$ cat src/rtl/irqa_pkg.sv
// Package: shared types and helpers of the maskable interrupt acceptance unit.
// Assumes: nothing beyond IEEE 1800-2017.
package irqa_pkg;

    // Decision phase: running instructions, or spending clocks on vectoring.
    typedef enum logic {
        PH_RUN = 1'b0,
        PH_VEC = 1'b1
    } phase_e;

    // Clocks the pin must lead the instruction end, final clock included.
    function automatic int unsigned setup_clocks(input int unsigned stages);
        return stages + 1;
    endfunction

endpackage

$ cat src/rtl/irqa_sync.sv
// Module: irqa_sync
// Moves an asynchronous level into the clock domain through a chain of
// STAGES flip-flops. Assumes STAGES >= 1. Reset clears every stage.
module irqa_sync #(
    parameter int unsigned STAGES = 2
) (
    input  logic clk,
    input  logic rst_n,
    input  logic async_in,
    output logic sync_out
);

    logic [STAGES-1:0] chain_q;

    generate
        if (STAGES == 1) begin : g_single
            // Purpose: single capture flop.
            always_ff @(posedge clk) begin
                if (!rst_n) chain_q <= '0;
                else        chain_q <= async_in;
            end
        end else begin : g_chain
            // Purpose: shift the pin level along the synchronizer chain.
            always_ff @(posedge clk) begin
                if (!rst_n) chain_q <= '0;
                else        chain_q <= {chain_q[STAGES-2:0], async_in};
            end
        end
    endgenerate

    assign sync_out = chain_q[STAGES-1];

endmodule

$ cat src/rtl/irqa_bnd_align.sv
// Module: irqa_bnd_align
// Merges the instruction-end and iteration-end strobes and delays them by
// LEAD clocks. The timing model sends them LEAD clocks before the final
// clock, so the output is high exactly in the final clock.
// Assumes the strobes are synchronous to clk.
module irqa_bnd_align #(
    parameter int unsigned LEAD = 0
) (
    input  logic clk,
    input  logic rst_n,
    input  logic instr_end,
    input  logic iter_end,
    output logic bnd_now
);

    logic strobe;

    // Purpose: either kind of boundary counts the same.
    always_comb strobe = instr_end | iter_end;

    generate
        if (LEAD == 0) begin : g_direct
            assign bnd_now = strobe;
        end else if (LEAD == 1) begin : g_one
            logic pipe_q;
            // Purpose: one-clock alignment delay.
            always_ff @(posedge clk) begin
                if (!rst_n) pipe_q <= 1'b0;
                else        pipe_q <= strobe;
            end
            assign bnd_now = pipe_q;
        end else begin : g_many
            logic [LEAD-1:0] pipe_q;
            // Purpose: LEAD-clock alignment delay line.
            always_ff @(posedge clk) begin
                if (!rst_n) pipe_q <= '0;
                else        pipe_q <= {pipe_q[LEAD-2:0], strobe};
            end
            assign bnd_now = pipe_q[LEAD-1];
        end
    endgenerate

endmodule

$ cat src/rtl/irqa_decide.sv
// Module: irqa_decide
// Decides acceptance in a boundary clock and sequences the vectoring clocks.
// The take output is combinational, so it can stop the next instruction in
// the same clock. While vectoring, boundaries are ignored.
// Assumes VEC_CLKS >= 1.
module irqa_decide
    import irqa_pkg::*;
#(
    parameter int unsigned VEC_CLKS = 1
) (
    input  logic clk,
    input  logic rst_n,
    input  logic req_sync,
    input  logic int_en,
    input  logic bnd_now,
    output logic take,
    output logic vec_start
);

    localparam int unsigned CW = (VEC_CLKS > 1) ? $clog2(VEC_CLKS) : 1;

    phase_e        phase_q;
    logic [CW-1:0] cnt_q;
    logic          vec_q;

    // Purpose: accept only in a boundary clock, enabled, request present, not vectoring.
    always_comb take = (phase_q == PH_RUN) && bnd_now && int_en && req_sync;

    // Purpose: vectoring phase counter and vector-start pulse register.
    always_ff @(posedge clk) begin
        if (!rst_n) begin
            phase_q <= PH_RUN;
            cnt_q   <= '0;
            vec_q   <= 1'b0;
        end else begin
            vec_q <= take;
            case (phase_q)
                PH_RUN: begin
                    if (take) begin
                        phase_q <= PH_VEC;
                        cnt_q   <= CW'(VEC_CLKS - 1);
                    end
                end
                default: begin
                    if (cnt_q == '0) phase_q <= PH_RUN;
                    else             cnt_q   <= cnt_q - 1'b1;
                end
            endcase
        end
    end

    assign vec_start = vec_q;

endmodule

$ cat src/rtl/irq_accept.sv
// Module: irq_accept (top)
// Maskable interrupt acceptance: a synchronizer, boundary alignment and the
// accept/vector decision. Assumes the pin is asynchronous and the boundary
// strobes are synchronous and arrive BND_LEAD clocks ahead of the final clock.
module irq_accept #(
    parameter int unsigned SYNC_STAGES = 2,
    parameter int unsigned BND_LEAD    = 0,
    parameter int unsigned VEC_CLKS    = 1
) (
    input  logic clk,
    input  logic rst_n,
    input  logic irq_pin,
    input  logic int_en,
    input  logic instr_end,
    input  logic iter_end,
    output logic irq_take,
    output logic vec_start
);

    logic req_sync;
    logic bnd_now;

    irqa_sync #(.STAGES(SYNC_STAGES)) u_sync (
        .clk      (clk),
        .rst_n    (rst_n),
        .async_in (irq_pin),
        .sync_out (req_sync)
    );

    irqa_bnd_align #(.LEAD(BND_LEAD)) u_align (
        .clk       (clk),
        .rst_n     (rst_n),
        .instr_end (instr_end),
        .iter_end  (iter_end),
        .bnd_now   (bnd_now)
    );

    irqa_decide #(.VEC_CLKS(VEC_CLKS)) u_decide (
        .clk       (clk),
        .rst_n     (rst_n),
        .req_sync  (req_sync),
        .int_en    (int_en),
        .bnd_now   (bnd_now),
        .take      (irq_take),
        .vec_start (vec_start)
    );

endmodule

$ cat config.mk
export PLATFORM = sky130hd
export DESIGN_NAME = irq_accept
export DESIGN_NICKNAME = d
export VERILOG_FILES = /design/src/rtl/irqa_pkg.sv /design/src/rtl/irqa_sync.sv /design/src/rtl/irqa_bnd_align.sv /design/src/rtl/irqa_decide.sv /design/src/rtl/irq_accept.sv
export SDC_FILE = /design/constraint.sdc
export NUM_CORES = 1
export LEC_CHECK = 0
export BUFFER_PORTS_ARGS = -buffer_cell sky130_fd_sc_hd__buf_2
export CAP_MARGIN = 25
export CORE_AREA = 4 4 41 43
export CTS_CLUSTER_DIAMETER = 100
export CTS_CLUSTER_SIZE = 12
export DETAILED_ROUTE_END_ITERATION = 12
export DIE_AREA = 0 0 45 47
export GPL_TIMING_DRIVEN = 0
export PLACE_DENSITY = 0.36
export SYNTH_ARGS = -nofsm -noshare
export SYNTH_HDL_FRONTEND = slang
export SYNTH_SLANG_ARGS = --single-unit
$ cat constraint.sdc
create_clock -name clk -period 0.9 [get_ports clk]
set_input_delay 0.135 -clock clk [delete_from_list [all_inputs] [get_ports clk]]
set_output_delay 0.135 -clock clk [all_outputs]
set_load 0.02 [all_outputs]
# Yosys cells after proc, flatten, opt, wreduce, memory -nomap -nowiden
# Cells that the tools add are included.
# W data, S select, Z words.
op_classes:
  addsub: 1
  n_mux: 6
  n_bitwise: 2
  reduce_logical: 4
ops:
  columns: ["cell", "count"]
  rows:
  - ["$mux W1", 6]
  - ["$logic_and A1 B1 Y1", 3]
  - ["$reduce_bool A2 Y1", 1]
  - ["$not A1 Y1", 1]
  - ["$or A1 B1 Y1", 1]
  - ["$sub A1 B1 Y1 const B", 1]
word_totals:
  reg_bits: 5
  in_bits: 6

# Logic depth before layout (Yosys ltp)
# Gate-level depths: netlist (run 1).
logic_depth:
  depth_word: 6
  depth_mapped: 2

# By module
# A second synthesis (run 1) with hierarchy kept.
hier_totals:
  hier_cells: 10
  area_unflattened_um2: 121.4
by_module_without_submodules:
  columns: ["module", "n_inst", "cells_each", "area_each_um2", "seq_area_each_um2"]
  rows:
  - ["irqa_decide", 1, 5, 62.6, 40.0]
  - ["irqa_sync", 1, 4, 52.6, 40.0]
  - ["irqa_bnd_align", 1, 1, 6.3, 0.0]

# Worst setup path after synthesis (run 1)
# OpenSTA, ideal clock, no wires.
synth_timing:
  kind: "reg-to-output"
  startpoint: "reg u_sync.chain_q[1]"
  endpoint: "out irq_take"
  arrival_ns: 0.817
  required_time_ns: 0.765
  path_slack_ns: -0.052
  stages_incl_launch_ff: 3
  n_path_buf: 0
  path_cell_list: "dfxtp_1 -> nand2_1 -> nor3_1"
synth_via:
  elab_chain_cells: 1
synth_lines:
  columns: ["element", "line_no", "text"]
  rows:
  - ["start, declared", "irqa_sync.sv:13", "logic [STAGES-1:0] chain_q;"]
  - ["start signal, assigned", "irqa_sync.sv:26", "else chain_q <= {chain_q[STAGES-2:0], async_in};"]
  - ["$logic_and A1 B1 Y1", "irqa_decide.sv:27", "always_comb take = (phase_q == PH_RUN) && bnd_now && int_en && req_sync;"]
  - ["end, declared", "irq_accept.sv:16", "output logic irq_take,"]
# Every way passes these cells.

# Worst setup path in the final report (run 1)
layout_timing:
  startpoint: "reg u_decide.phase_q"
  endpoint: "out irq_take"
layout_via:
  elab_chain_cells: 4
layout_lines:
  columns: ["element", "line_no", "text"]
  rows:
  - ["start, declared", "irqa_decide.sv:22", "phase_e phase_q;"]
  - ["start signal, assigned", "irqa_decide.sv:32", "phase_q <= PH_RUN;"]
  - ["start signal, assigned", "irqa_decide.sv:40", "phase_q <= PH_VEC;"]
  - ["start signal, assigned", "irqa_decide.sv:45", "if (cnt_q == '0) phase_q <= PH_RUN;"]
  - ["$not A1 Y1", null, null]
  - ["$logic_and A1 B1 Y1 (3 in series)", "irqa_decide.sv:27", null]
# Every way passes these cells.

==> results by stage, run 1 <==
Global routing:
- The residual overflow from global routing is 0.
- The number of global-route vias before repair was 126.
- Global routing consumed, over all layers together, 3.88% of the routing resources.
- The initial antenna violation count was 0.
- The global-route wire length before repair is slightly below 500 um.
- The maximum number of pins on one net before global-route repair is 5.

Routing:
- For this run, design rule violations remaining after detail routing come to 0.
- The initial detailed-routing violation count is 3.
- In this run the remaining antenna-violating nets after routing total 0.
- The number of search-and-repair iterations in the first detailed-routing pass is 2.
- Wires add up to 277 um.
- Summing over every cut layer, the via total after detailed routing is between 100 and 150.
- The per-cell via count in the routed design is 3.28.
- In the final routed layout, each cell accounts on average for 7.69 um.

Logic synthesis:
- The fraction of the yosys area taken by sequential cells is 65.3%.
- Synthesis handed over a netlist of 11 instances.
- The cell area that synthesis handed to floorplanning was ~120 um2.
- The count of different cell masters after synthesis is 6.
- The synthesis warning total is 0.
- Synthesis inferred 4 register bits.
- The average instance in the mapped netlist occupies 11.1 um2.
- Summing the areas of all and, or, nand and nor instances in the mapped netlist gives 34.7% of the synthesized area.
- After synthesis, the largest family of logic cells by area is simple AND/OR/NAND/NOR gates.
- The synthesized netlist devotes 0% of its cell area to XOR and XNOR gates.
- After synthesis, the share of cell area in mux cells is 0%.
- The fraction of the mapped netlist area in adder cells is 0%.
- The post-synthesis net count is 17.
- Summing the areas of all compound-gate instances in the mapped netlist gives 0% of the synthesized area.

Clock tree:
- TritonCTS built the clock tree.
- Buffers inserted to repair hold after CTS numbered 0.
- For the worst-skew pair, the clock arrives at the later sink with an insertion delay of about 230 ps.
- The clock buffer count from CTS is 3.
- The root buffer selected by CTS is clkbuf_4.
- In this run the number of H-tree levels came out at 1.
- The number of buffers on the longest clock path is 2.
- The total clock sinks is 4.
- The clock slew seen by the registers of the worst setup and hold paths is 40 ps.

Power:
- The power after layout is 0.000430 W.
- Dividing total power by cell area gives a power density of between 2000 and 2500 nW/um2.
- In this run the static leakage power is 0.0941 nW.
- VDD sags by at most 0.927 mV.

Floorplan:
- The initial standard-cell utilization of the core is about a tenth.
- During I/O placement, the number of pins put on the boundary was 8.
- The die is 47 um tall.
- The die is 45 um wide.
- The placeable core region is 1300 um2.
- The die covers 2120 um2.
- In this run the core area contains 13 standard-cell rows.

Placed design:
- The cell area after placement is 181 um2.
- The cell total after placement is 33.
- The global placement routability congestion is 0.583.
- The number of I/O port buffers is 7.

Cells and area:
- The antenna diode count is 0.
- The share of final-layout standard cells stronger than drive strength 1 is 66.7%.
- For this run, the share of the core covered by cells in the final layout is 16.3%.
- At the end of the flow, the number of nets in the layout was 29.
- Excluding fillers, the count of instances in the completed layout stands at 36.
- After filler insertion, the fill cell instance count of the layout stands at around 160.
- Relative to the synthesized area, the layout overhead comes to 72.4%.
- Summing all non-filler instances in the final layout gives an area of 211 um2.

Worst setup path:
- The type of element capturing the critical path is an output port.
- The type of origin of the critical path is a flop.
- On the worst path, the slowest cell contributes a delay of around 320 ps.
- The start-to-end type of the worst setup path is reg -> out.
- Setup slack on the worst reg-to-reg path comes out at 190 ps.
- Data on the critical path arrives at its endpoint at 880 ps.
- At the worst endpoint, the required time is 760 ps.
- The signal on the critical path passes through nor3_2 > buf_4.
- The kind of cell with the highest combined delay along the critical path is flip-flops.
- The slowest library cell on the worst path is dfxtp_2.
- The combined buffer and inverter count along the critical path is 1.
- In this run the worst path has a maximum fanout of 3.

Hold path:
- The classification of the worst-slack hold path is in -> reg.

Run status:
- The final reports fail on setup timing.
- The run finished, with violations left.

STA:
- Clock skew on the completed layout was measured at 0.914 ps.
- In the finished design, the share of the clock period the worst path needs comes to 112%.
- The maximum clock frequency is 988 MHz.
- The count of final max-slew check failures was 0.
- At the pin with the least slew margin, the transition time is ~240 ps.
- In the post-route analysis, the smallest setup slack over all paths is -112 ps.
- The final hold violation count is 0.
- Setup violations remaining at the end of the flow were counted as 1.
- The smallest clock period supported by the final layout is computed as 1010 ps.
- The worst pin sits at a relative slew slack of 83.8%.
- Setup repair after global routing could not meet its margin everywhere.

Job:
- The tool flagged a number of max-cap violations equal to 0.
==> cells in the final DEF, fill, tap and decap left out <==
master | synthesis | final
nor4b_1 | 2 | 2
and2_1 | 2 | 2
nor3_2 | 0 | 1
buf_2 | 0 | 6
nand2_2 | 0 | 1
clkbuf_4 | 0 | 3
buf_4 | 0 | 1
dfxtp_1 | 4 | 2
dfxtp_2 | 0 | 2
nor2_1 | 1 | 1
==> flip-flops by register name, indices dropped and copies added (netlist names) <==
| signal | count |
|---|---|
| u_decide.vec_start | 1 |
| u_decide.phase_q | 1 |
| u_sync.chain_q | 2 |
==> metrics by stage <==
| step | hold slack (ps) | worst slack [ps] | TNS [ps] |
|---|---|---|---|
| after detailed placement | 354 | 97.4 | 0 |
| final | 114 | -112 | -112 |
| after global placement | 340 | 119 | 0 |
| after floorplan | 257 | 112 | 0 |
| after global routing | 125 | -178 | -178 |
| after CTS | 108 | -136 | -136 |
==> logic make-up (layout without fill, tap and decap cells) <==
group | count (synthesis) | after routing
simple gates | 7 | 7
flops | 4 | 4
buf+inv | 0 | 10
==> worst reg2reg max path, delay by kind of cell (launching register included) <==
kind             cells  cell delay, ps
DFF                  1             310
and+or+nand+nor      2             300
==> cells in the mapped netlist, drive strengths merged <==
| master | n | area, um2 |
|---|---|---|
| nor2 | 1 | 3.75 |
| nand2 | 1 | 3.75 |
| and2 | 2 | 12.5 |
| dfxtp | 4 | 80.1 |
| nor4b | 2 | 17.5 |
| nor3 | 1 | 5.00 |
==> final cells by class <==
cell class	count	area, um2	share of cell area (%)
Sequential cell	4	82.6	39.1
Multi-Input combinational cell	7	50.0	23.7
Timing Repair Buffer	7	37.5	17.8
Clock buffer	3	22.5	10.7
Tap cell	15	18.8	8.88
==> path summary, 6_finish.rpt <==
kind,start,endpoint,depth (start not counted)
worst max-delay path,u_decide.phase_q,irq_take,2
worst min-delay path,irq_pin,u_sync.chain_q[0],2
worst max register to register,u_sync.chain_q[1],u_decide.vec_start,2
worst min register to register,u_decide.phase_q,u_decide.phase_q,1
==> report_power, final <==
| group | internal, W | total, W | switching, W | leakage [nW] |
|---|---|---|---|---|
| clock network | 0.000149 | 0.000218 | 0.0000687 | 0.0138 |
| registers | 0.000184 | 0.000186 | 0.00000163 | 0.0336 |
| logic | 0.0000145 | 0.0000266 | 0.0000121 | 0.0467 |
==> metal layers <==
layer,vias up,GRT usage (%),routed length [um]
met5,-,0,0
met2,9,3.95,92
met1,48,3.65,113
met4,0,1.75,0
li1,61,-,-
met3,0,6.13,71
==> repair_timing <==
action / 4_1_cts / 5_1_grt
resized for setup: 3 / 1
endpoints found under the setup margin: 1 / 1
setup buffers: 0 / 0
pin swaps: 0 / 0
No activity file was read; power rests on OpenSTA's default activity.
==> run 2, diff against run 1 <==
CELL_PAD_IN_SITES_DETAIL_PLACEMENT = 0   (was unset)
CELL_PAD_IN_SITES_GLOBAL_PLACEMENT = 1   (was unset)
PLACE_DENSITY = 0.42   (was 0.36)
==> results by stage, run 2 (same netlist as run 1, synthesis figures left out) <==
Run status:
- The flow ran to the end, but the final reports show violations.
- The final reports fail on setup timing.

STA:
- The slew at the pin with the worst max-slew slack is 221 ps (-19.2 ps).
- The worst-case setup margin in the final layout is -109 ps (+3.03 ps).
- The minimum clock period was 1010 ps (-3.03 ps).
- The final hold violation count is 0 (unchanged).
- The maximum clock frequency is 991 MHz (+0.30%).
- The worst slew margin relative to its limit is 85.1% (+1.3 points).
- Setup repair after global routing could not meet its margin everywhere.
- The total negative slack is -109 ps (+3.03 ps).
- The final period utilization came to 112% (-0.34 points).
- The final-report setup violation count is 1 (unchanged).
- The count of final max-slew check failures is 0 (unchanged).
- The setup clock skew after layout is 4.80 ps (+3.88 ps).

Routing:
- The post-detailed-routing wire length is 282 um (+1.8%).
- The per-cell via count in the routed design came to 3.42 (+4.2%).
- The via total after detailed routing is 123 (+4.2%).
- The number of search-and-repair iterations in the first detailed-routing pass is 2 (unchanged).
- The initial detailed-routing violation count is 2 (-1).
- The residual antenna-violating net count after detailed routing is 0 (unchanged).
- The per-cell routed wire length was 7.83 um (+1.8%).
- The DRC violation count after routing is 0 (unchanged).

Worst setup path:
- The family with the most delay on the worst path is flip-flops.
- The launching point of the worst reg2reg path is u_sync.chain_q[1].
- The start-to-end type of the worst setup path is reg -> out.
- The combined buffer and inverter count along the critical path was 1 (unchanged).
- In this run the worst setup path terminates at irq_take.
- The register-to-register path setup slack came to 210 ps (+20 ps).
- Walking the worst path, the cells encountered are nor3_2 > buf_4.
- In this run the critical register-to-register path is captured at u_decide.phase_q.
- The length in cells of the worst reg-to-reg path is 2 (unchanged).
- The largest fanout of any net on the critical path is 3 (unchanged).
- The launching element of the worst setup path is u_decide.phase_q.
- The data arrival time of the critical path was 870 ps (about the same).
- The longest individual stage delay on the worst path came to 320 ps (about the same).
- The slowest library cell on the worst path is dfxtp_2.
- The required time at the worst-slack endpoint is 760 ps (about the same).
- The instance count on the critical path is 2 (unchanged).
- The worst setup path is captured at an output port.
- The worst setup path is launched from a flop.

Cells and area:
- Counting flops per register, the top entry is u_sync.chain_q.
- In the layout the commonest cells are 6 x buf_2, 3 x clkbuf_4.
- The post-synthesis to final-layout area growth is 72.4% (unchanged).
- The total number of nets in the final design is 29 (unchanged).
- The share of the core filled with cells was 16.3% (unchanged).
- Leaving out fill and tap cells, the most frequent cell in the layout is buf_2.
- The area of all placed cells without fillers is 211 um2 (unchanged).
- The flip-flop count of the largest register after layout came to 2 (unchanged).
- The register cell area after layout came to 82.6 um2 (unchanged).
- The share of final-layout standard cells stronger than drive strength 1 is 66.7% (unchanged).
- The fill cell instance count of the final layout is 158 (unchanged).
- The area of the multi-input gates is 50.0 um2 (unchanged).
- The antenna diode count came to 0 (unchanged).

Clock tree:
- The number of buffers on the longest clock path is 2 (unchanged).
- The clock slew seen by the registers of the worst setup and hold paths is 40 ps (about the same).
- The clock buffer count from CTS is 3 (unchanged).
- The H-tree depth is 1 (unchanged).
- The total clock sinks was 4 (unchanged).
- TritonCTS built the clock tree.
- The root buffer selected by CTS is clkbuf_4.
- The clock latency at the later pin of the worst-skew pair was 230 ps (about the same).

Job:
- The number of maximum-capacitance violations is 0 (unchanged).

Floorplan:
- The number of top-level pins came to 8 (unchanged).
- The horizontal die dimension came to 45 um (unchanged).
- The initial standard-cell utilization of the core came to 9.42% (unchanged).
- The die area is 2120 um2 (unchanged).
- The placeable core region is 1300 um2 (unchanged).
- The number of rows in the core area was 13 (unchanged).
- The die height is 47 um (unchanged).

Placed design:
- The global placement routability congestion is 0.633 (+8.5%).
- The number of I/O port buffers came to 7 (unchanged).
- The cell area after placement is 181 um2 (unchanged).
- Once detailed placement completed, the half-perimeter wirelength came to 211 um.

Global routing:
- The number of global-route vias before repair is 129 (+2.4%).
- The residual overflow from global routing is 0 (unchanged).
- The global router's overall resource usage came to 3.95% (+0.070 points).
- The maximum number of pins on one net before global-route repair is 5 (unchanged).
- The global-route wire length before repair was 476 um (-2.7%).
- The initial antenna violation count is 0 (unchanged).

Hold path:
- The min-delay analysis places its worst path in the category in -> reg.
- The startpoint of the tightest hold check path is irq_pin.

Power:
- The power density over the cells is 2030 nW/um2 (about the same).
- The power after layout is 0.000430 W (about the same).
- The largest vdd supply drop was 0.597 mV (-36%).
- The static power due to leakage is 0.0941 nW (unchanged).
==> run 2: cell counts in the layout (fill, tap and decap cells not counted) <==
No cell type changed its count.
==> run 2: per-layer routing <==
metal	routed length, um	track usage (%)	vias to the layer above
li1	-	-	61
met1	107	2.72	58
met2	152	4.80	4
met3	22	2.30	0
met4	0	8.77	0
met5	0	0	-
==> run 2: report_power, final <==
group,internal [W],switching (W)
combinational,0.0000145,0.0000115
sequential,0.000184,0.00000173
clock,0.000149,0.0000695
==> run 2: area by class of cell <==
| class | instances | area share, % |
|---|---|---|
| Clock buffer | 3 | 10.7 |
| Sequential cell | 4 | 39.1 |
| Tap cell | 15 | 8.88 |
| Timing Repair Buffer | 7 | 17.8 |
| Multi-Input combinational cell | 7 | 23.7 |
==> run 2: through the flow <==
| step | worst slack, ps | std cells | hold slack, ps |
|---|---|---|---|
| final | -109 | 36 | 117 |
| after global routing | -156 | 36 | 119 |
| after CTS | -137 | 36 | 105 |
| after detailed placement | 98.1 | 33 | 352 |
| after global placement | 110 | 33 | 347 |
| after floorplan | 112 | 11 | 257 |
==> run 2: worst min path at each step <==
stage / slack, ps / endpoint / depth (start not counted)
after floorplan: 260 / u_sync.chain_q[0] / 1
after global placement: 350 / u_sync.chain_q[0] / 2
after detailed placement: 350 / u_sync.chain_q[0] / 2
after CTS: 100 / u_sync.chain_q[0] / 2
after global routing: 120 / u_sync.chain_q[0] / 2
final: 120 / u_sync.chain_q[0] / 2
==> run 2: timing repair <==
action | 4_1_cts | 5_1_grt
hold endpoints to repair | 0 | 0
buffers inserted | 0 | 0
gates resized for setup | 3 | 1
hold buffers | 0 | 0
endpoints found under the setup margin | 1 | 1
